<file path="src/rtl/gsl_pkg.sv">
package gsl_pkg;

    localparam int BYTE_W = 8;
    localparam int CNT_W  = 4;

    typedef logic [BYTE_W-1:0] byte_t;

    typedef enum logic [2:0] {
        ST_IDLE,
        ST_ADDR,
        ST_GROUP,
        ST_WDATA,
        ST_ACK,
        ST_RDATA,
        ST_RACK,
        ST_IGNORE
    } xfer_state_e;

    typedef enum logic [1:0] {
        AN_GROUP,
        AN_WDATA,
        AN_RDATA
    } ack_next_e;

    typedef struct packed {
        xfer_state_e      state;
        ack_next_e        after;
        logic [CNT_W-1:0] bit_cnt;
        byte_t            shreg;
        byte_t            txbuf;
        byte_t            group;
        byte_t            ptr;
        byte_t            wdata;
        logic             rf_we;
        logic             rf_re;
        logic             fetch_pend;
        logic             master_ack;
    } ctrl_t;

endpackage

</file>
<file path="src/rtl/gsl_line_sync.sv">
module gsl_line_sync #(
    parameter int STAGES = 2
) (
    input  logic clk_i,
    input  logic rst_ni,
    input  logic scl_i,
    input  logic sda_i,
    output logic scl_rise_o,
    output logic scl_fall_o,
    output logic start_o,
    output logic stop_o,
    output logic sda_o
);

    localparam int TOP = STAGES - 1;

    typedef struct packed {
        logic [STAGES-1:0] scl_pipe;
        logic [STAGES-1:0] sda_pipe;
        logic              scl_prev;
        logic              sda_prev;
    } line_t;

    line_t q, d;
    logic  scl_now, sda_now;

    assign scl_now = q.scl_pipe[TOP];
    assign sda_now = q.sda_pipe[TOP];

    always_comb begin
        d             = q;
        d.scl_pipe[0] = scl_i;
        d.sda_pipe[0] = sda_i;
        for (int s = 1; s < STAGES; s++) begin
            d.scl_pipe[s] = q.scl_pipe[s-1];
            d.sda_pipe[s] = q.sda_pipe[s-1];
        end
        d.scl_prev = scl_now;
        d.sda_prev = sda_now;
    end

    always_ff @(posedge clk_i or negedge rst_ni) begin
        if (!rst_ni) q <= '1;
        else         q <= d;
    end

    assign scl_rise_o = scl_now & ~q.scl_prev;
    assign scl_fall_o = ~scl_now & q.scl_prev;
    assign start_o    = scl_now & q.scl_prev & q.sda_prev & ~sda_now;
    assign stop_o     = scl_now & q.scl_prev & ~q.sda_prev & sda_now;
    assign sda_o      = sda_now;

endmodule

</file>
<file path="src/rtl/gsl_xfer_ctrl.sv">
module gsl_xfer_ctrl
    import gsl_pkg::*;
#(
    parameter logic [6:0] SLAVE_ADDR = 7'h2C
) (
    input  logic  clk_i,
    input  logic  rst_ni,
    input  logic  scl_rise_i,
    input  logic  scl_fall_i,
    input  logic  start_i,
    input  logic  stop_i,
    input  logic  sda_i,
    output logic  sda_pull_o,
    output logic  rf_we_o,
    output logic  rf_re_o,
    output byte_t rf_group_o,
    output byte_t rf_offset_o,
    output byte_t rf_wdata_o,
    input  byte_t rf_rdata_i
);

    localparam logic [CNT_W-1:0] FULL = CNT_W'(BYTE_W);

    ctrl_t q, d;
    logic  byte_done;

    assign byte_done = scl_fall_i && (q.bit_cnt == FULL);

    always_comb begin
        d            = q;
        d.rf_we      = 1'b0;
        d.rf_re      = 1'b0;
        d.fetch_pend = q.rf_re;
        if (q.fetch_pend) d.txbuf = rf_rdata_i;
        if (q.rf_we)      d.ptr   = q.ptr + 1'b1;

        if (stop_i) begin
            d.state      = ST_IDLE;
            d.bit_cnt    = '0;
            d.master_ack = 1'b0;
        end else if (start_i) begin
            d.state      = ST_ADDR;
            d.bit_cnt    = '0;
            d.master_ack = 1'b0;
        end else begin
            case (q.state)
                ST_ADDR, ST_GROUP, ST_WDATA: begin
                    if (scl_rise_i) begin
                        d.shreg   = {q.shreg[BYTE_W-2:0], sda_i};
                        d.bit_cnt = q.bit_cnt + 1'b1;
                    end else if (byte_done) begin
                        d.bit_cnt = '0;
                        d.state   = ST_ACK;
                        if (q.state == ST_ADDR) begin
                            if (q.shreg[BYTE_W-1:1] != SLAVE_ADDR) begin
                                d.state = ST_IGNORE;
                            end else if (q.shreg[0]) begin
                                d.after = AN_RDATA;
                                if (q.group == '0) d.txbuf = q.ptr;
                                else               d.rf_re = 1'b1;
                            end else begin
                                d.after = AN_GROUP;
                            end
                        end else if (q.state == ST_GROUP) begin
                            d.group = q.shreg;
                            d.after = AN_WDATA;
                        end else begin
                            d.after = AN_WDATA;
                            if (q.group == '0) begin
                                d.ptr = q.shreg;
                            end else begin
                                d.rf_we = 1'b1;
                                d.wdata = q.shreg;
                            end
                        end
                    end
                end
                ST_ACK: begin
                    if (scl_fall_i) begin
                        d.bit_cnt = '0;
                        case (q.after)
                            AN_GROUP: d.state = ST_GROUP;
                            AN_RDATA: d.state = ST_RDATA;
                            default:  d.state = ST_WDATA;
                        endcase
                    end
                end
                ST_RDATA: begin
                    if (scl_rise_i) begin
                        d.bit_cnt = q.bit_cnt + 1'b1;
                    end else if (byte_done) begin
                        d.bit_cnt = '0;
                        d.state   = ST_RACK;
                    end else if (scl_fall_i) begin
                        d.txbuf = {q.txbuf[BYTE_W-2:0], 1'b0};
                    end
                end
                ST_RACK: begin
                    if (scl_rise_i) begin
                        if (!sda_i) begin
                            d.master_ack = 1'b1;
                            if (q.group == '0) begin
                                d.txbuf = q.ptr;
                            end else begin
                                d.ptr   = q.ptr + 1'b1;
                                d.rf_re = 1'b1;
                            end
                        end else begin
                            d.state = ST_IGNORE;
                        end
                    end else if (scl_fall_i && q.master_ack) begin
                        d.master_ack = 1'b0;
                        d.bit_cnt    = '0;
                        d.state      = ST_RDATA;
                    end
                end
                default: ;
            endcase
        end
    end

    always_ff @(posedge clk_i or negedge rst_ni) begin
        if (!rst_ni) q <= '0;
        else         q <= d;
    end

    assign sda_pull_o  = (q.state == ST_ACK) ||
                         ((q.state == ST_RDATA) && !q.txbuf[BYTE_W-1]);
    assign rf_we_o     = q.rf_we;
    assign rf_re_o     = q.rf_re;
    assign rf_group_o  = q.group;
    assign rf_offset_o = q.ptr;
    assign rf_wdata_o  = q.wdata;

    a_r9_strobes_exclusive: assert property (@(posedge clk_i) disable iff (!rst_ni)
        !(rf_we_o && rf_re_o));

    a_r3_no_strobe_in_group0: assert property (@(posedge clk_i) disable iff (!rst_ni)
        (rf_we_o || rf_re_o) |-> (rf_group_o != '0));

    a_r4_ptr_steps_after_write: assert property (@(posedge clk_i) disable iff (!rst_ni)
        rf_we_o |=> (rf_offset_o == byte_t'($past(rf_offset_o) + 1'b1)));

    a_r2_released_when_ignoring: assert property (@(posedge clk_i) disable iff (!rst_ni)
        (q.state == ST_IGNORE) |-> !sda_pull_o);

    a_r7_stop_idles: assert property (@(posedge clk_i) disable iff (!rst_ni)
        stop_i |=> ((q.state == ST_IDLE) && !sda_pull_o));

endmodule

</file>
<file path="src/rtl/gsl_i2c_slave.sv">
module gsl_i2c_slave
    import gsl_pkg::*;
#(
    parameter logic [6:0] SLAVE_ADDR  = 7'h2C,
    parameter int         SYNC_STAGES = 2
) (
    input  logic       clk_i,
    input  logic       rst_ni,
    input  logic       scl_i,
    input  logic       sda_i,
    output logic       sda_pull_o,
    output logic       rf_we_o,
    output logic       rf_re_o,
    output logic [7:0] rf_group_o,
    output logic [7:0] rf_offset_o,
    output logic [7:0] rf_wdata_o,
    input  logic [7:0] rf_rdata_i
);

    logic scl_rise, scl_fall, start_det, stop_det, sda_sync;

    gsl_line_sync #(
        .STAGES(SYNC_STAGES)
    ) i_line_sync (
        .clk_i      (clk_i),
        .rst_ni     (rst_ni),
        .scl_i      (scl_i),
        .sda_i      (sda_i),
        .scl_rise_o (scl_rise),
        .scl_fall_o (scl_fall),
        .start_o    (start_det),
        .stop_o     (stop_det),
        .sda_o      (sda_sync)
    );

    gsl_xfer_ctrl #(
        .SLAVE_ADDR(SLAVE_ADDR)
    ) i_xfer_ctrl (
        .clk_i       (clk_i),
        .rst_ni      (rst_ni),
        .scl_rise_i  (scl_rise),
        .scl_fall_i  (scl_fall),
        .start_i     (start_det),
        .stop_i      (stop_det),
        .sda_i       (sda_sync),
        .sda_pull_o  (sda_pull_o),
        .rf_we_o     (rf_we_o),
        .rf_re_o     (rf_re_o),
        .rf_group_o  (rf_group_o),
        .rf_offset_o (rf_offset_o),
        .rf_wdata_o  (rf_wdata_o),
        .rf_rdata_i  (rf_rdata_i)
    );

endmodule

</file>
<file path="config.mk">
export PLATFORM = sky130hd
export DESIGN_NAME = gsl_i2c_slave
export DESIGN_NICKNAME = d
export VERILOG_FILES = /design/src/rtl/gsl_pkg.sv /design/src/rtl/gsl_line_sync.sv /design/src/rtl/gsl_xfer_ctrl.sv /design/src/rtl/gsl_i2c_slave.sv
export SDC_FILE = /design/constraint.sdc
export NUM_CORES = 1
export LEC_CHECK = 0
export BUFFER_PORTS_ARGS = -buffer_cell sky130_fd_sc_hd__buf_2
export CAP_MARGIN = 20
export CORE_UTILIZATION = 60
export DETAILED_ROUTE_END_ITERATION = 8
export PLACE_DENSITY = 0.82
export SYNTH_ARGS = -nofsm -noshare
export SYNTH_HDL_FRONTEND = slang
export SYNTH_SLANG_ARGS = --single-unit
</file>
<file path="constraint.sdc">
create_clock -name clk_i -period 5.7 [get_ports clk_i]
set_input_delay 0.285 -clock clk_i [delete_from_list [all_inputs] [get_ports clk_i]]
set_output_delay 0.285 -clock clk_i [all_outputs]
set_load 0.03 [all_outputs]
</file>
==> metrics.yaml <==
clocking:
  cts_root_buf: "clkbuf_8"
  clock_path_buffers: 2
  post_cts_resized: 0
  cts_setup_buffers: 0
  clock_latency_ns: 0.34
  hold_buffers: 0
  tritoncts: "done"
  clkTransAtPathRegs_ns: 0.06
  clock_sinks: 59
  cts_htree_levels: 3
  cts_buffers: 9
worst_setup_path:
  crit_path_top_delay_cell: "or4_1"
  startpoint_type: "flip-flop"
  crit_path_max_fanout: 14
  crit_chain: "or4_1 > nor4_4 > and2_1 > a211oi_1 > a211oi_1"
  crit_path_end_kind: "flip-flop"
  max_stage_delay_ns: 0.70
  worst_path_most_repeated_cell: "a211oi_1"
  crit_type: "flip-flop to flip-flop"
  crit_required_ns: 5.94
  arrival_ns: 2.70
logic_synthesis:
  yosysMostFrequentCell: "dfrtp_1"
  synth_edf_count: 0
  ys_ff_latch: 59
  yosysTopAreaCell: "dfrtp_1"
  syn_area_per_cell_um2: 10.5
  synth-seq-area-share_pct: 44.7
  ys_warn_count: 0
  ys_types: 58
  synth_fp_nets: 332
  synth_async_sr_flop_share_pct: 100
  synth_area_leaders: "dfrtp_1 (40%), mux2_2 (8.8%), buf_4 (5.7%), dfstp_2 (4.7%), nand2_1 (2.9%)"
  synth_ff_type: "dfrtp_1"
  syn_inst: 317
  yosysTopAreaCellShare_pct: 39.9
  netlist_top_cells_count: "dfrtp_1 (53), mux2_2 (26), nand2_1 (26), buf_4 (25), a21oi_1 (18)"
  syn-cell-area_um2: 3320
placed_design:
  numPortBuffers: 38
  hpwl_mm: 4.86
  dp.cells: 390
  place.gp.congestion: 0.911
  place_ws_ns: 3.26
timing:
  finalSetupTns_ns: 0
  tightestPinTransition_ns: 0.722
  slew_violations: 0
  worst_slew_margin_rel_pct: 51.7
  finClkSkew_ns: 0.00714
  finalHoldViolations: 0
  worst_slack_ns: 3.24
  fin_crit_ns: 2.46
  timing.final.crit_share_pct: 43.2
  timing.fmax_mhz: 406
  finalSetupViolations: 0
  rsz0062_at_grt: "no"
final_layout:
  synthToLayoutAreaGrowth_pct: 7.16
  fin_util_pct: 68.4
  final_nets: 346
  antennaDiodeCount: 0
  stdcell_count: 406
  fillers: 423
  layout-drive-gt1-share_pct: 30.7
route:
  drt_drc_violations_left: 0
  viasPerCell: 6.24
  wire_per_inst_um: 17.1
  detail-route-antenna-nets: 0
  drtIter0Drc: 269
  firstDrtPassIters: 5
  vias: 2532
  routed_wl_mm: 6.94
floorplanning:
  fp-row-count: 26
  die_area_um2: 5840
  die_h_um: 76.4
  die-width_um: 76.4
  start_util_pct: 63.8
  pin_count: 39
  core_area_um2: 5200
flow_run:
  drv_cap: 0
min_path:
  hold_class: "primary input to flip-flop"
grt:
  grt-ovfl-total: 0
  antenna_found_initial: 0
  grt_pass1_wl_mm: 11.8
  grt_pass1_vias: 2424
  grt_max_degree: 60
  grt_use_total_pct: 25.9
pwr:
  p_per_area_nw_per_um2: 335
  p_total_mw: 1.19
  leakage_nw: 1.58
  irDropWorstVdd_mv: 0.237
run_status:
  status: "finished, final reports clean"
## metal layers
| metal | vias up | global-route usage, % | routed length [µm] |
|---|---|---|---|
| met5 | - | 0 | 0 |
| li1 | 1177 | - | - |
| met3 | 13 | 6.95 | 407 |
| met4 | 0 | 10.0 | 102 |
| met1 | 1239 | 35.5 | 3290 |
| met2 | 103 | 39.3 | 3150 |
## through the flow
stage / cell area, µm² / hold slack [ns]
CTS: 3560 / 0.0335
floorplan: 3320 / -0.0106
finish: 3560 / 0.0432
detailed placement: 3370 / 0.348
global placement: 3370 / 0.346
global route: 3560 / 0.0193
## power by group
group | switching, mW | internal (mW)
logic | 0.169 | 0.110
registers | 0.0750 | 0.473
clock network | 0.165 | 0.200
## layout by cell type (no fill, tap or decap), types with 9 or more instances in the layout
| cell | netlist | layout |
|---|---|---|
| dfrtp_1 | 53 | 53 |
| buf_2 | 3 | 38 |
| nand2_1 | 26 | 26 |
| mux2_2 | 26 | 26 |
| a21oi_1 | 18 | 18 |
| inv_1 | 14 | 14 |
| o21ai_0 | 13 | 13 |
| nor2_1 | 10 | 10 |
| a211oi_1 | 10 | 10 |
| nand2b_1 | 9 | 9 |
| mux2i_1 | 9 | 9 |
| clkbuf_8 | 0 | 9 |
## worst max-delay path: cells and delay by family (launching register included)
| kind | cells | cell delay [ns] |
|---|---|---|
| AO/OA/AOI/OAI | 2 | 0.31 |
| AND/OR/NAND/NOR | 3 | 1.66 |
| flip-flops | 1 | 0.39 |
## worst paths after layout
kind	start	end	slack (ns)	cells past startpoint
max in group asynchronous	rst_ni	i_xfer_ctrl.q[38]$_DFFE_PN0P_	5.14	2
setup reg to reg	i_xfer_ctrl.rf_group_o[1]$_DFFE_PN0P_	i_xfer_ctrl.rf_offset_o[3]$_DFF_PN0_	3.24	5
hold reg to reg	i_line_sync.d[3]$_DFF_PN1_	i_line_sync.sda_o$_DFF_PN1_	0.36	0
hold / removal	scl_i	i_line_sync.d[5]$_DFF_PN1_	0.04	1
min in group asynchronous	rst_ni	i_xfer_ctrl.q[47]$_DFFE_PN0P_	0.09	2
setup / recovery	i_xfer_ctrl.rf_group_o[1]$_DFFE_PN0P_	i_xfer_ctrl.rf_offset_o[3]$_DFF_PN0_	3.24	5
## flip-flops by register name, indices dropped and copies added, names as in the netlist
signal / count
i_line_sync.q: 2
i_xfer_ctrl.rf_group_o: 8
i_xfer_ctrl.rf_offset_o: 8
i_xfer_ctrl.q: 27
i_xfer_ctrl.rf_wdata_o: 8
i_xfer_ctrl.rf_re_o: 1
i_line_sync.d: 3
i_line_sync.sda_o: 1
i_xfer_ctrl.rf_we_o: 1
## area by class of cell
type / instances / area, µm² / share of cell area, %
clock buffer: 9 / 124 / 3.48
sequential: 59 / 1480 / 41.7
multi-input combinational: 208 / 1540 / 43.4
clock inverter: 7 / 68.8 / 1.93
tap: 70 / 87.6 / 2.46
timing repair buffer: 39 / 198 / 5.56
inverter: 14 / 52.6 / 1.48
## kinds of logic after synthesis
kind of cell             synth area share, %
XOR/XNOR                               0.528
flip-flops                              44.7
multiplexers                            11.5
adder cells (fa/ha/maj)                 1.13
AND/OR/NAND/NOR                         17.3
buffers and inverters                   8.82
AO/OA/AOI/OAI                           16.1
No activity file was read; power rests on OpenSTA's default activity.
